==> src/rtl/resp_cmp_pkg.sv <==
package resp_cmp_pkg;

    typedef enum logic [1:0] {
        ST_IDLE    = 2'd0,
        ST_CAPTURE = 2'd1,
        ST_FINISH  = 2'd2,
        ST_HOLD    = 2'd3
    } cmp_state_e;

endpackage

==> src/rtl/resp_cmp_ctrl.sv <==
module resp_cmp_ctrl
    import resp_cmp_pkg::*;
#(
    parameter int LEN_W = 4
) (
    input  logic             clk,
    input  logic             rst_n,
    input  logic             start,
    input  logic             resp_vld,
    input  logic [LEN_W-1:0] win_len,
    output logic             take,
    output logic             closed,
    output logic             done,
    output logic [LEN_W-1:0] bit_cnt
);

    cmp_state_e       state_q, state_d;
    logic [LEN_W-1:0] win_q;
    logic             last_bit;

    assign take     = (state_q == ST_CAPTURE) && resp_vld && !start;
    assign last_bit = take && (({1'b0, bit_cnt} + 1'b1) == {1'b0, win_q});

    // state register
    always_ff @(posedge clk or negedge rst_n) begin
        if (!rst_n) state_q <= ST_IDLE;
        else        state_q <= state_d;
    end

    // next-state logic
    always_comb begin
        state_d = state_q;
        if (start) begin
            state_d = (win_len == '0) ? ST_FINISH : ST_CAPTURE;
        end else begin
            unique case (state_q)
                ST_IDLE:    state_d = ST_IDLE;
                ST_CAPTURE: state_d = last_bit ? ST_FINISH : ST_CAPTURE;
                ST_FINISH:  state_d = ST_HOLD;
                ST_HOLD:    state_d = ST_HOLD;
                default:    state_d = ST_IDLE;
            endcase
        end
    end

    // outputs
    always_comb begin
        done   = 1'b0;
        closed = 1'b0;
        unique case (state_q)
            ST_IDLE:    ;
            ST_CAPTURE: ;
            ST_FINISH: begin
                done   = 1'b1;
                closed = 1'b1;
            end
            ST_HOLD:    closed = 1'b1;
            default:    ;
        endcase
    end

    // window length latch and accepted-bit counter
    always_ff @(posedge clk or negedge rst_n) begin
        if (!rst_n) begin
            win_q   <= '0;
            bit_cnt <= '0;
        end else if (start) begin
            win_q   <= win_len;
            bit_cnt <= '0;
        end else if (take) begin
            bit_cnt <= bit_cnt + 1'b1;
        end
    end

    assert_done_one_cycle_R7: assert property (@(posedge clk) disable iff (!rst_n)
        done |=> !done);

    assert_closed_ignores_strobe_R8: assert property (@(posedge clk) disable iff (!rst_n)
        (closed && !start) |=> $stable(bit_cnt));

    assert_done_at_window_end_R6: assert property (@(posedge clk) disable iff (!rst_n)
        done |-> (bit_cnt == win_q));

endmodule

==> src/rtl/resp_cmp_counts.sv <==
module resp_cmp_counts #(
    parameter int CNT_W = 4
) (
    input  logic             clk,
    input  logic             rst_n,
    input  logic             clr,
    input  logic             take,
    input  logic             bit_i,
    output logic [CNT_W-1:0] trans_cnt,
    output logic [CNT_W-1:0] ones_cnt
);

    logic prev_q;
    logic seen_q;

    always_ff @(posedge clk or negedge rst_n) begin
        if (!rst_n) begin
            prev_q    <= 1'b0;
            seen_q    <= 1'b0;
            trans_cnt <= '0;
            ones_cnt  <= '0;
        end else if (clr) begin
            prev_q    <= 1'b0;
            seen_q    <= 1'b0;
            trans_cnt <= '0;
            ones_cnt  <= '0;
        end else if (take) begin
            prev_q <= bit_i;
            seen_q <= 1'b1;
            if (seen_q && (bit_i != prev_q)) trans_cnt <= trans_cnt + 1'b1;
            if (bit_i)                       ones_cnt  <= ones_cnt + 1'b1;
        end
    end

    assert_ones_monotonic_R4: assert property (@(posedge clk) disable iff (!rst_n)
        (take && !clr) |=> (ones_cnt >= $past(ones_cnt)));

    assert_first_bit_no_transition_R3: assert property (@(posedge clk) disable iff (!rst_n)
        (take && !clr && !seen_q) |=> (trans_cnt == '0));

endmodule

==> src/rtl/resp_cmp_sig.sv <==
module resp_cmp_sig #(
    parameter int              SIG_W = 4,
    parameter logic [SIG_W-1:0] TAPS = 4'b1100
) (
    input  logic             clk,
    input  logic             rst_n,
    input  logic             clr,
    input  logic             take,
    input  logic             bit_i,
    output logic [SIG_W-1:0] sig
);

    logic [SIG_W-1:0] tapped;
    logic             fb;

    genvar g;
    generate
        for (g = 0; g < SIG_W; g++) begin : g_tap
            if (TAPS[g]) begin : g_on
                assign tapped[g] = sig[g];
            end else begin : g_off
                assign tapped[g] = 1'b0;
            end
        end
    endgenerate

    assign fb = (^tapped) ^ bit_i;

    always_ff @(posedge clk or negedge rst_n) begin
        if (!rst_n)      sig <= '0;
        else if (clr)    sig <= '0;
        else if (take)   sig <= {sig[SIG_W-2:0], fb};
    end

    assert_sig_shifts_R5: assert property (@(posedge clk) disable iff (!rst_n)
        (take && !clr) |=> (sig[SIG_W-1:1] == $past(sig[SIG_W-2:0])));

endmodule

==> src/rtl/resp_compactor.sv <==
module resp_compactor #(
    parameter int              MAX_WIN = 15,
    parameter int              SIG_W   = 4,
    parameter logic [SIG_W-1:0] TAPS   = 4'b1100,
    localparam int             LEN_W   = $clog2(MAX_WIN + 1),
    localparam int             CNT_W   = LEN_W
) (
    input  logic             clk,
    input  logic             rst_n,
    input  logic             start,
    input  logic [LEN_W-1:0] win_len,
    input  logic             resp_vld,
    input  logic             resp_bit,
    input  logic [CNT_W-1:0] exp_trans,
    input  logic [CNT_W-1:0] exp_ones,
    input  logic [SIG_W-1:0] exp_sig,
    output logic             done,
    output logic [CNT_W-1:0] trans_cnt,
    output logic [CNT_W-1:0] ones_cnt,
    output logic [SIG_W-1:0] signature,
    output logic             pass_trans,
    output logic             pass_ones,
    output logic             pass_sig
);

    logic             take;
    logic             closed;
    logic [LEN_W-1:0] bit_cnt;

    resp_cmp_ctrl #(.LEN_W(LEN_W)) u_ctrl (
        .clk      (clk),
        .rst_n    (rst_n),
        .start    (start),
        .resp_vld (resp_vld),
        .win_len  (win_len),
        .take     (take),
        .closed   (closed),
        .done     (done),
        .bit_cnt  (bit_cnt)
    );

    resp_cmp_counts #(.CNT_W(CNT_W)) u_counts (
        .clk       (clk),
        .rst_n     (rst_n),
        .clr       (start),
        .take      (take),
        .bit_i     (resp_bit),
        .trans_cnt (trans_cnt),
        .ones_cnt  (ones_cnt)
    );

    resp_cmp_sig #(.SIG_W(SIG_W), .TAPS(TAPS)) u_sig (
        .clk   (clk),
        .rst_n (rst_n),
        .clr   (start),
        .take  (take),
        .bit_i (resp_bit),
        .sig   (signature)
    );

    always_comb begin
        pass_trans = closed && (trans_cnt == exp_trans);
        pass_ones  = closed && (ones_cnt  == exp_ones);
        pass_sig   = closed && (signature == exp_sig);
    end

    assert_start_clears_R2: assert property (@(posedge clk) disable iff (!rst_n)
        start |=> (trans_cnt == '0 && ones_cnt == '0 && signature == '0));

    assert_hold_stable_R8: assert property (@(posedge clk) disable iff (!rst_n)
        (closed && !start) |=> ($stable(trans_cnt) && $stable(ones_cnt) && $stable(signature)));

    assert_no_overflow_R10: assert property (@(posedge clk) disable iff (!rst_n)
        (ones_cnt <= bit_cnt) && (trans_cnt == '0 || trans_cnt < bit_cnt));

    assert_pass_only_closed_R9: assert property (@(posedge clk) disable iff (!rst_n)
        (pass_trans || pass_ones || pass_sig) |-> (done || $past(closed)));

endmodule

==> config.mk <==
export PLATFORM = sky130hd
export DESIGN_NAME = resp_compactor
export DESIGN_NICKNAME = d
export VERILOG_FILES = /design/src/rtl/resp_cmp_pkg.sv /design/src/rtl/resp_cmp_ctrl.sv /design/src/rtl/resp_cmp_counts.sv /design/src/rtl/resp_cmp_sig.sv /design/src/rtl/resp_compactor.sv
export SDC_FILE = /design/constraint.sdc
export NUM_CORES = 1
export LEC_CHECK = 0
export CORE_MARGIN = 3
export CORE_UTILIZATION = 60
export CTS_CLUSTER_SIZE = 8
export DETAILED_ROUTE_END_ITERATION = 6
export DONT_BUFFER_PORTS = 1
export PLACE_DENSITY = 0.78
export SLEW_MARGIN = 15
export SYNTH_ARGS = -nofsm -noshare
export SYNTH_HDL_FRONTEND = slang
export SYNTH_SLANG_ARGS = --single-unit
==> constraint.sdc <==
create_clock -name clk -period 3.3 [get_ports clk]
set_input_delay 0.33 -clock clk [delete_from_list [all_inputs] [get_ports clk]]
set_output_delay 0.33 -clock clk [all_outputs]
set_load 0.005 [all_outputs]
# Word level (Yosys, flattened, before mapping)
# Cells that the tools add are included.
# word_totals
ff_bits	24
input_bits	21
output_inout_bits	16
word_cells	58
# op_classes
n_addsub	4
n_eq_ne	8
n_mux	20
n_bitwise	1
reduce_logical	17
# op_table
cell	n
$mux 4	10
$add 4x1->4 const B	3
$eq 4x4->1	3
$logic_and 1x1->1	7
$mux 1	6
$mux 2	3
$pmux 2 s3	1
$reduce_bool 2->1	3
$add 4x1->5 const B	1
$eq 5x4->1	1
$eq 2x2->1 const B	2
$logic_not 4->1	1
$reduce_and 2->1	2
$reduce_xor 4->1	1
$eq 2x1->1 const B	1
$logic_not 2->1	1
$reduce_or 2->1	1
$logic_not 1->1	1
$ne 1x1->1	1
$xor 1x1->1	1

# Logic depth before layout (Yosys ltp)
# Gate-level depths: netlist of run 1.
# logic_depth
word_depth	7
ltp_mapped	5
depth_no_buf	5

# Modules after synthesis
# A second synthesis of run 1 with hierarchy kept.
# hier_totals
hier_cells	129
hier_area_um2	1342.5
# modules_own_cells
mod	instances	cells_each	area_each_um2	seq_area_each_um2
resp_cmp_ctrl	1	45	519.2	250.2
resp_cmp_counts	1	46	464.2	250.2
resp_cmp_sig	1	14	183.9	100.1
resp_compactor	1	24	175.2	0.0

# Least setup slack after synthesis of run 1
# OpenSTA, ideal clock, no wires.
# synth_timing
path_type	register -> register
startpoint	register u_ctrl.bit_cnt[0]
endpoint	register u_ctrl.state_q[0]
setup_ns	0.126
arrival_ns	1.267
required_ns	3.174
slack_ns	1.907
stages_incl_launch_ff	6
n_path_buf	0
period_less_slack_ns	1.393
cell_sequence	dfrtp_1 > ha_1 > xor2_1 > nor3_1 > nand4_1 > o311a_1
# synth_between
elab_chain_len	6
# synth_rtl
element	line	rtl
from (decl)	resp_cmp_ctrl.sv:14	output logic [LEN_W-1:0] bit_cnt
from (signal assigned)	resp_cmp_ctrl.sv:71	bit_cnt <= bit_cnt + 1'b1;
$add 4x1->5	resp_cmp_ctrl.sv:22	assign last_bit = take && (({1'b0, bit_cnt} + 1'b1) == {1'b0, win_q});
$eq 5x4->1	resp_cmp_ctrl.sv:22	
$logic_and 1x1->1	resp_cmp_ctrl.sv:22	
$mux 2	resp_cmp_ctrl.sv:38	ST_CAPTURE: state_d = last_bit ? ST_FINISH : ST_CAPTURE;
$pmux 2 s3	resp_cmp_ctrl.sv:36	unique case (state_q)
$mux 2	resp_cmp_ctrl.sv:33	if (start) begin
named net u_ctrl.state_d[0]	resp_cmp_ctrl.sv:17	cmp_state_e state_q, state_d;
to (signal assigned)	resp_cmp_ctrl.sv:27	else state_q <= state_d;
to (decl)	resp_cmp_ctrl.sv:17	
# The timed path passes the listed nets, and every way through them passes these cells.
# A chain may end at the register's enable or synchronous reset.

# Final worst setup path of run 1
# layout_timing
startpoint	register u_ctrl.state_q[1]
endpoint	register u_counts.ones_cnt[3]
# layout_between
elab_chain_len	5
# layout_rtl
element	line	rtl
$eq 2x1->1	resp_cmp_ctrl.sv:21	assign take = (state_q == ST_CAPTURE) && resp_vld && !start;
$logic_and 1x1->1 (2 in a row)	resp_cmp_ctrl.sv:21	
$reduce_bool 2->1 (no source line)	--	
$reduce_and 2->1 (no source line)	--	
to (signal assigned)	resp_cmp_counts.sv:31	if (bit_i) ones_cnt <= ones_cnt + 1'b1;
to (decl)	resp_cmp_counts.sv:10	output logic [CNT_W-1:0] ones_cnt
# No other way between the ends.

==> results of run 1 <==
per-layer routing:
layer  wire, um  track usage
met2       1114       0.3117
met5          0            0
met1       1003       0.2537
met4          6      0.03930
met3        112      0.04011
cell families after synthesis:
group,Yosys count,share of synthesized area
AND/OR/NAND/NOR,48,0.1837
multiplexers,5,0.04369
buffers and inverters,4,0.01390
flip-flops,24,0.4767
adder cells (fa/ha/maj),3,0.02979
XOR/XNOR,27,0.1877
AO/OA/AOI/OAI,15,0.06455
cell usage in the layout (no fill, tap or decap), drive strengths merged, types with 2 or more instances in the layout:
cell and count:
nor4 4, nor2 9, nand3 7, or3 3, clkbuf 3, xor2 17
nand4 2, xnor2 10, a21oi 10, o21ai 3, ha 3, dfrtp 24
mux2 4, nand2 18
power by group through the flow:
stage | sequential (mW) | clock (mW) | combinational [mW]
after floorplan | 0.333 | 0 | 0.0669
after global routing | 0.337 | 0.226 | 0.0900
after global placement | 0.338 | 0 | 0.0700
final | 0.333 | 0.210 | 0.0777
after CTS | 0.333 | 0.215 | 0.0782
after detailed placement | 0.338 | 0 | 0.0710
final cells by class:
cell class              count  share of cell area
clock buffers               3             0.01679
clock inverters             1             0.02239
multi-input cells          98              0.4785
flip-flops and latches     24              0.4478
well taps                  25             0.02332
repair buffers              2             0.01119
timing repair:
item,4_1_cts,5_1_grt
hold buffers,1,1
hold endpoints to repair,24,5
endpoints found under the setup margin,0,0
registers in the layout (all words and copies together), names as in the netlist:
register            flops
u_counts.ones_cnt       4
u_counts.trans_cnt      4
u_counts.prev_q         1
u_ctrl.win_q            4
u_ctrl.state_q          2
u_ctrl.bit_cnt          4
u_counts.seen_q         1
u_sig.sig               4
synthesized netlist by cell type (all sizes together):
library cell / instances / area [um2]
a21oi: 10 / 50.05
a31oi: 1 / 6.260
and3b: 1 / 8.760
buf: 3 / 13.76
clkbuf: 1 / 3.750
dfrtp: 24 / 600.6
ha: 3 / 37.54
mux2: 4 / 45.04
mux2i: 1 / 10.01
nand2: 18 / 67.56
nand2b: 1 / 6.260
nand3: 7 / 40.04
nand3b: 1 / 7.510
nand4: 2 / 12.51
nor2: 9 / 33.78
nor2b: 1 / 6.260
nor3: 1 / 5.000
nor4: 4 / 25.02
o21ai: 3 / 15.01
o311a: 1 / 10.01
or3: 3 / 18.77
xnor2: 10 / 87.58
xor2: 17 / 148.9
how the worst max path moves through the flow:
| stage | startpoint | endpoint | slack, ns | cells past startpoint |
|---|---|---|---|---|
| finish | u_ctrl.state_q[1] | u_counts.ones_cnt[3] | 1.47 | 4 |
| global route | u_ctrl.state_q[1] | u_counts.ones_cnt[3] | 1.27 | 4 |
| CTS | u_ctrl.state_q[1] | u_counts.ones_cnt[3] | 1.47 | 4 |
| detailed placement | u_ctrl.state_q[1] | u_counts.ones_cnt[3] | 1.51 | 4 |
| global placement | u_ctrl.state_q[1] | u_counts.ones_cnt[3] | 1.58 | 4 |
| floorplan | u_ctrl.bit_cnt[0] | u_ctrl.state_q[0] | 1.91 | 5 |
==> impl_results.md, run 1 <==
* P&R area growth vs syn at 6.455%
* DRC at 0
* Fin nets at 153
* Die area at 2686 um2
* Slew headroom at 0.6479
* Dpl hpwl at approximately 1600 um
* Vias in the first global route at 861
* Slew @ Worst Pin at 0.5281 ns
* Worst path bufs/invs at 0
* Non-Filler Instances at 153
* Placer congestion estimate at 0.7515
* Pleak at roughly 0.6 nW
* IO Port Bufs at 0
* Slew Viols, Final at 0
* Worst Skew at 0.005135 ns
* Int Pwr at roughly 0.47 mW
* Design Power at about 0.62 mW
* Setup violators final at 0
* Clock slew at reported path FFs at 0.13 ns
* Cell count after synthesis at between 100 and 150
* Multi-input logic area at 641.9 um2
* Dpl ws at between 1.5 and 2 ns
* Via density per instance at around 5.8
* TritonCTS clock tree: built
* WHS at around 0.064 ns
* Fillcell total at about 130
* Post-CTS Resized at 0
* Distinct cell type count after synthesis at 25
* First-pass GRT wire length at ~3900 um
* Clock Power Share at 0.339
* RSZ-0062 raised after global routing: false
* Final WL at 2236 um
* Worst min path class: input pin to flop
* Initial DRC Count at 16
* HP Start: start
* Combinational group share of total power at 0.125
* Min Tclk post-route at 1.832 ns
* Crit path setup slack, layout at 1.468 ns
* Initial antenna violation count at 0
* Worst r2r dst: u_counts.ones_cnt[3]
* Power per cell area at between 400 and 500 nW/um2
* Slowest stage cell, crit path: and3b_1
* Final worst path period share at 0.5551
* Worst r2r src: u_ctrl.state_q[1]
* Ordered list of cells on the worst path: and3b_1, nand2_1, or3_1, a21oi_1
* Endpoints failing hold at 0
* Status: finished clean
* Crit path largest cell delay at 0.55 ns
* Max-Cap Viols at 0
* Critical Path End Type: flop
* Switching share of total power at 0.2400
* Vias at 884
* Avg Inst Size Synth at 10.00 um2
* Largest net degree at the start of global routing at 27
* Ant. Diodes at 0
* Hold path cells at 1
* Sw Pwr at approximately 0.15 mW
* R2R depth at 4
* Crit path max fanout at 13
* Initial Utilization at 0.6781
* Worst Setup Start Kind: flop
* Register area at 600.6 um2
* Critical path's top delay family: simple AND/OR/NAND/NOR gates
* Setup TNS at 0 ns
* Die Height at 51.83 um
* Worst EP arrival at slightly above 2 ns
* Crit path kind: flop to flop
* Placed Instances at 147
* Reg-to-reg setup timing slack at 1.47 ns
* Util after Layout at 0.7219
* Yosys warns at 0
* Peak supply drop at roughly 0.37 mV
* Total gr overflow at 0
* Synthesized area at 1260 um2
* Share of layout cells above drive strength 1 at 0.07813
* Yosys reg bits at 24
* CORE AREA at 1858 um2
* Root Buffer: clkbuf_4
* Top achievable clock speed at roughly 0.55 GHz
* Die X at 51.83 um
* Drt wl/cell at 14.61 um
* Hold endpoint: u_counts.prev_q
* Finished Cell Area at 1341 um2
* Final ANT Viol Nets at 0
* Post-CTS setup buffer count at 0
* Router iterations before antenna repair at 4
* Syn nets at 150
* CP Data Required Time at 3.54 ns
* Placement row count at 15
* Deepest clock path buffer count at 2
* GRT Total Usage at 0.1885
* DP Area at 1274 um2
* I/O pins at 37
* H-Tree Depth at 1
* Sequential share of power at 0.536
* Seq/Total Area, Yosys at 0.4767
* CTS Sinks at 24
* Clock latency on the worst-skew pair at 0.31 ns
* TritonCTS Buffers at 3
Power figures use the tool's default switching activity.
==> run 2: changes to the inputs <==
--- a/config.mk
+++ b/config.mk
@@ -6,11 +6,11 @@
 export NUM_CORES = 1
 export LEC_CHECK = 0
 export CORE_MARGIN = 3
-export CORE_UTILIZATION = 60
+export CORE_UTILIZATION = 55
 export CTS_CLUSTER_SIZE = 8
 export DETAILED_ROUTE_END_ITERATION = 6
 export DONT_BUFFER_PORTS = 1
-export PLACE_DENSITY = 0.78
+export PLACE_DENSITY = 0.75
 export SLEW_MARGIN = 15
 export SYNTH_ARGS = -nofsm -noshare
 export SYNTH_HDL_FRONTEND = slang
==> constraint.sdc (replaced) <==
create_clock -name clk -period 1.6 [get_ports clk]
set_input_delay 0.16 -clock clk [delete_from_list [all_inputs] [get_ports clk]]
set_output_delay 0.16 -clock clk [all_outputs]
set_load 0.005 [all_outputs]
==> run 2 against run 1 <==
Compared with the run above:
- clock skew is 0.0029 ns higher
- largest cell class unchanged
- utilization down 2.3 points
- setup slack worse by 1.4 ns
- maximum frequency increased by 22%
- register-to-register slack got worse by 1.4 ns
- hold slack lost 0.017 ns
- critical endpoint is now u_ctrl.state_q[0]
- clock-buffer cell count grew 1
- design area is 7.5% higher
- global-route usage grew 1.9 points
- highest routed layer unchanged
- sequential share of layout area is 3.1 points lower
==> impl_results.md, run 2 (same netlist as run 1, synthesis figures left out) <==
* Commonest non-fill, non-tap cell in the layout: dfrtp_1 (unchanged)
* Final worst path period share at 0.9402 (was 0.5551)
* Clock latency on the worst-skew pair at 0.32 ns (was 0.31 ns)
* Status: finished clean (unchanged)
* P&R area growth vs syn at 14.40% (was 6.455%)
* GRT Total Usage at 0.2070 (was 0.1885)
* Final WL at 2641 um (was 2236 um)
* Total gr overflow at 0 (unchanged)
* CTS Sinks at 24 (unchanged)
* Initial antenna violation count at 0 (unchanged)
* Placed Instances at 154 (was 147)
* Worst EP arrival at 1.72 ns (was 2.07 ns)
* Crit path kind: flop to flop (unchanged)
* H-Tree Depth at 1 (unchanged)
* Worst Setup Start Kind: flop (unchanged)
* TritonCTS Buffers at 3 (unchanged)
* Drt wl/cell at 15.81 um (was 14.61 um)
* Dpl hpwl at 1857 um (was 1623 um)
* Min Tclk post-route at 1.504 ns (was 1.832 ns)
* Deepest clock path buffer count at 2 (unchanged)
* Root Buffer: clkbuf_4 (unchanged)
* Vias in the first global route at 958 (was 861)
* Power per cell area at 839.0 nW/um2 (was 462.4 nW/um2)
* Router iterations before antenna repair at 4 (unchanged)
* First-pass GRT wire length at 4146 um (was 3850 um)
* Share of layout cells above drive strength 1 at 0.1143 (was 0.07813)
* IO Port Bufs at 0 (unchanged)
* Final ANT Viol Nets at 0 (unchanged)
* Commonest non-fill, non-tap cells in the layout: 24 x dfrtp_1, 18 x nand2_1, 17 x xor2_1, 10 x xnor2_1, 10 x a21oi_1 (unchanged)
* Die Height at 53.86 um (was 51.83 um)
* Worst Skew at 0.008033 ns (was 0.005135 ns)
* Die X at 53.86 um (was 51.83 um)
* Via density per instance at 5.754 (was 5.778)
* Critical Path End Type: flop (unchanged)
* Finished Cell Area at 1441 um2 (was 1341 um2)
* DP Area at 1314 um2 (was 1274 um2)
* DRC at 0 (unchanged)
* Largest net degree at the start of global routing at 25 (was 27)
* Slew @ Worst Pin at 0.8566 ns (was 0.5281 ns)
* Fin nets at 165 (was 153)
* Placement row count at 16 (was 15)
* Initial DRC Count at 9 (was 16)
* Clock slew at reported path FFs at 0.13 ns (about the same)
* Slew headroom at 0.4271 (was 0.6479)
* Slew Viols, Final at 0 (unchanged)
* Dpl ws at 0.1031 ns (was 1.506 ns)
* Crit path setup slack, layout at 0.09568 ns (was 1.468 ns)
* Crit path max fanout at 4 (was 13)
* Max-Cap Viols at 0 (unchanged)
* WHS at 0.04713 ns (was 0.06375 ns)
* Die area at 2901 um2 (was 2686 um2)
* TritonCTS clock tree: built (unchanged)
* RSZ-0062 raised after global routing: false (unchanged)
* Endpoints failing hold at 0 (unchanged)
* Placer congestion estimate at 0.7854 (was 0.7515)
* Top achievable clock speed at 0.6648 GHz (was 0.5459 GHz)
* I/O pins at 37 (unchanged)
* Peak supply drop at 0.6443 mV (was 0.3742 mV)
* Setup TNS at 0 ns (unchanged)
* Worst min path class: input pin to flop (unchanged)
* CORE AREA at 2062 um2 (was 1858 um2)
* Non-Filler Instances at 167 (was 153)
* Initial Utilization at 0.6110 (was 0.6781)
* Pleak at 0.6404 nW (was 0.5935 nW)
* Vias at 961 (was 884)
* Ant. Diodes at 0 (unchanged)
* Setup violators final at 0 (unchanged)
* CP Data Required Time at 1.82 ns (was 3.54 ns)
==> run 2: layout make-up <==
cell class	count	area, um2
Multi-Input combinational cell	98	648.1
Fill cell	175	620.6
Tap cell	27	33.78
Timing Repair Buffer	14	122.6
Sequential cell	24	600.6
Clock buffer	4	36.28
==> run 2: worst paths after layout <==
check                             startpoint                    end  slack, ns  cells past startpoint
max reg2reg                u_ctrl.bit_cnt[0]      u_ctrl.state_q[0]        0.1                      5
min                                    start      u_ctrl.state_q[1]       0.05                      2
min reg2reg                  u_ctrl.win_q[2]        u_ctrl.win_q[2]       0.54                      1
max in group asynchronous              rst_n        u_ctrl.win_q[3]       0.90                      2
max                        u_ctrl.bit_cnt[0]      u_ctrl.state_q[0]        0.1                      5
min in group asynchronous              rst_n  u_counts.trans_cnt[2]       0.33                      2
==> run 2: per-layer routing <==
| layer | vias to the layer above | part of all wire | global-route usage |
|---|---|---|---|
| met4 | 0 | 0.032 | 0.1277 |
| met1 | 452 | 0.41 | 0.2460 |
| met3 | 8 | 0.076 | 0.05263 |
| met5 | - | 0 | 0 |
| li1 | 460 | - | - |
| met2 | 41 | 0.48 | 0.3327 |
==> run 2: worst max-delay path: stages (launching register included) <==
cell and delay [ns]:
dfrtp_1 0.45, ha_1 0.34, xor2_1 0.16, nor3_1 0.17
nand4_1 0.15, o311a_1 0.13
==> run 2: repair_timing <==
item                                    CTS  global route
endpoints found under the setup margin    0             1
endpoints found under the hold margin    47            25
setup buffers                             0             0
gates resized for setup                   0             1
hold buffers                              7             2
==> run 2: per-stage QoR <==
step                  util  power, mW
finish              0.6990      1.209
global route        0.6990      1.280
CTS                 0.6887      1.217
detailed placement  0.6371     0.8663
global placement    0.6371     0.8597
floorplan                -     0.8254
==> run 2: power breakdown <==
group	internal (mW)	switching, mW
registers	0.642	0.0408
logic	0.105	0.105
clock network	0.139	0.177
total	0.886	0.323
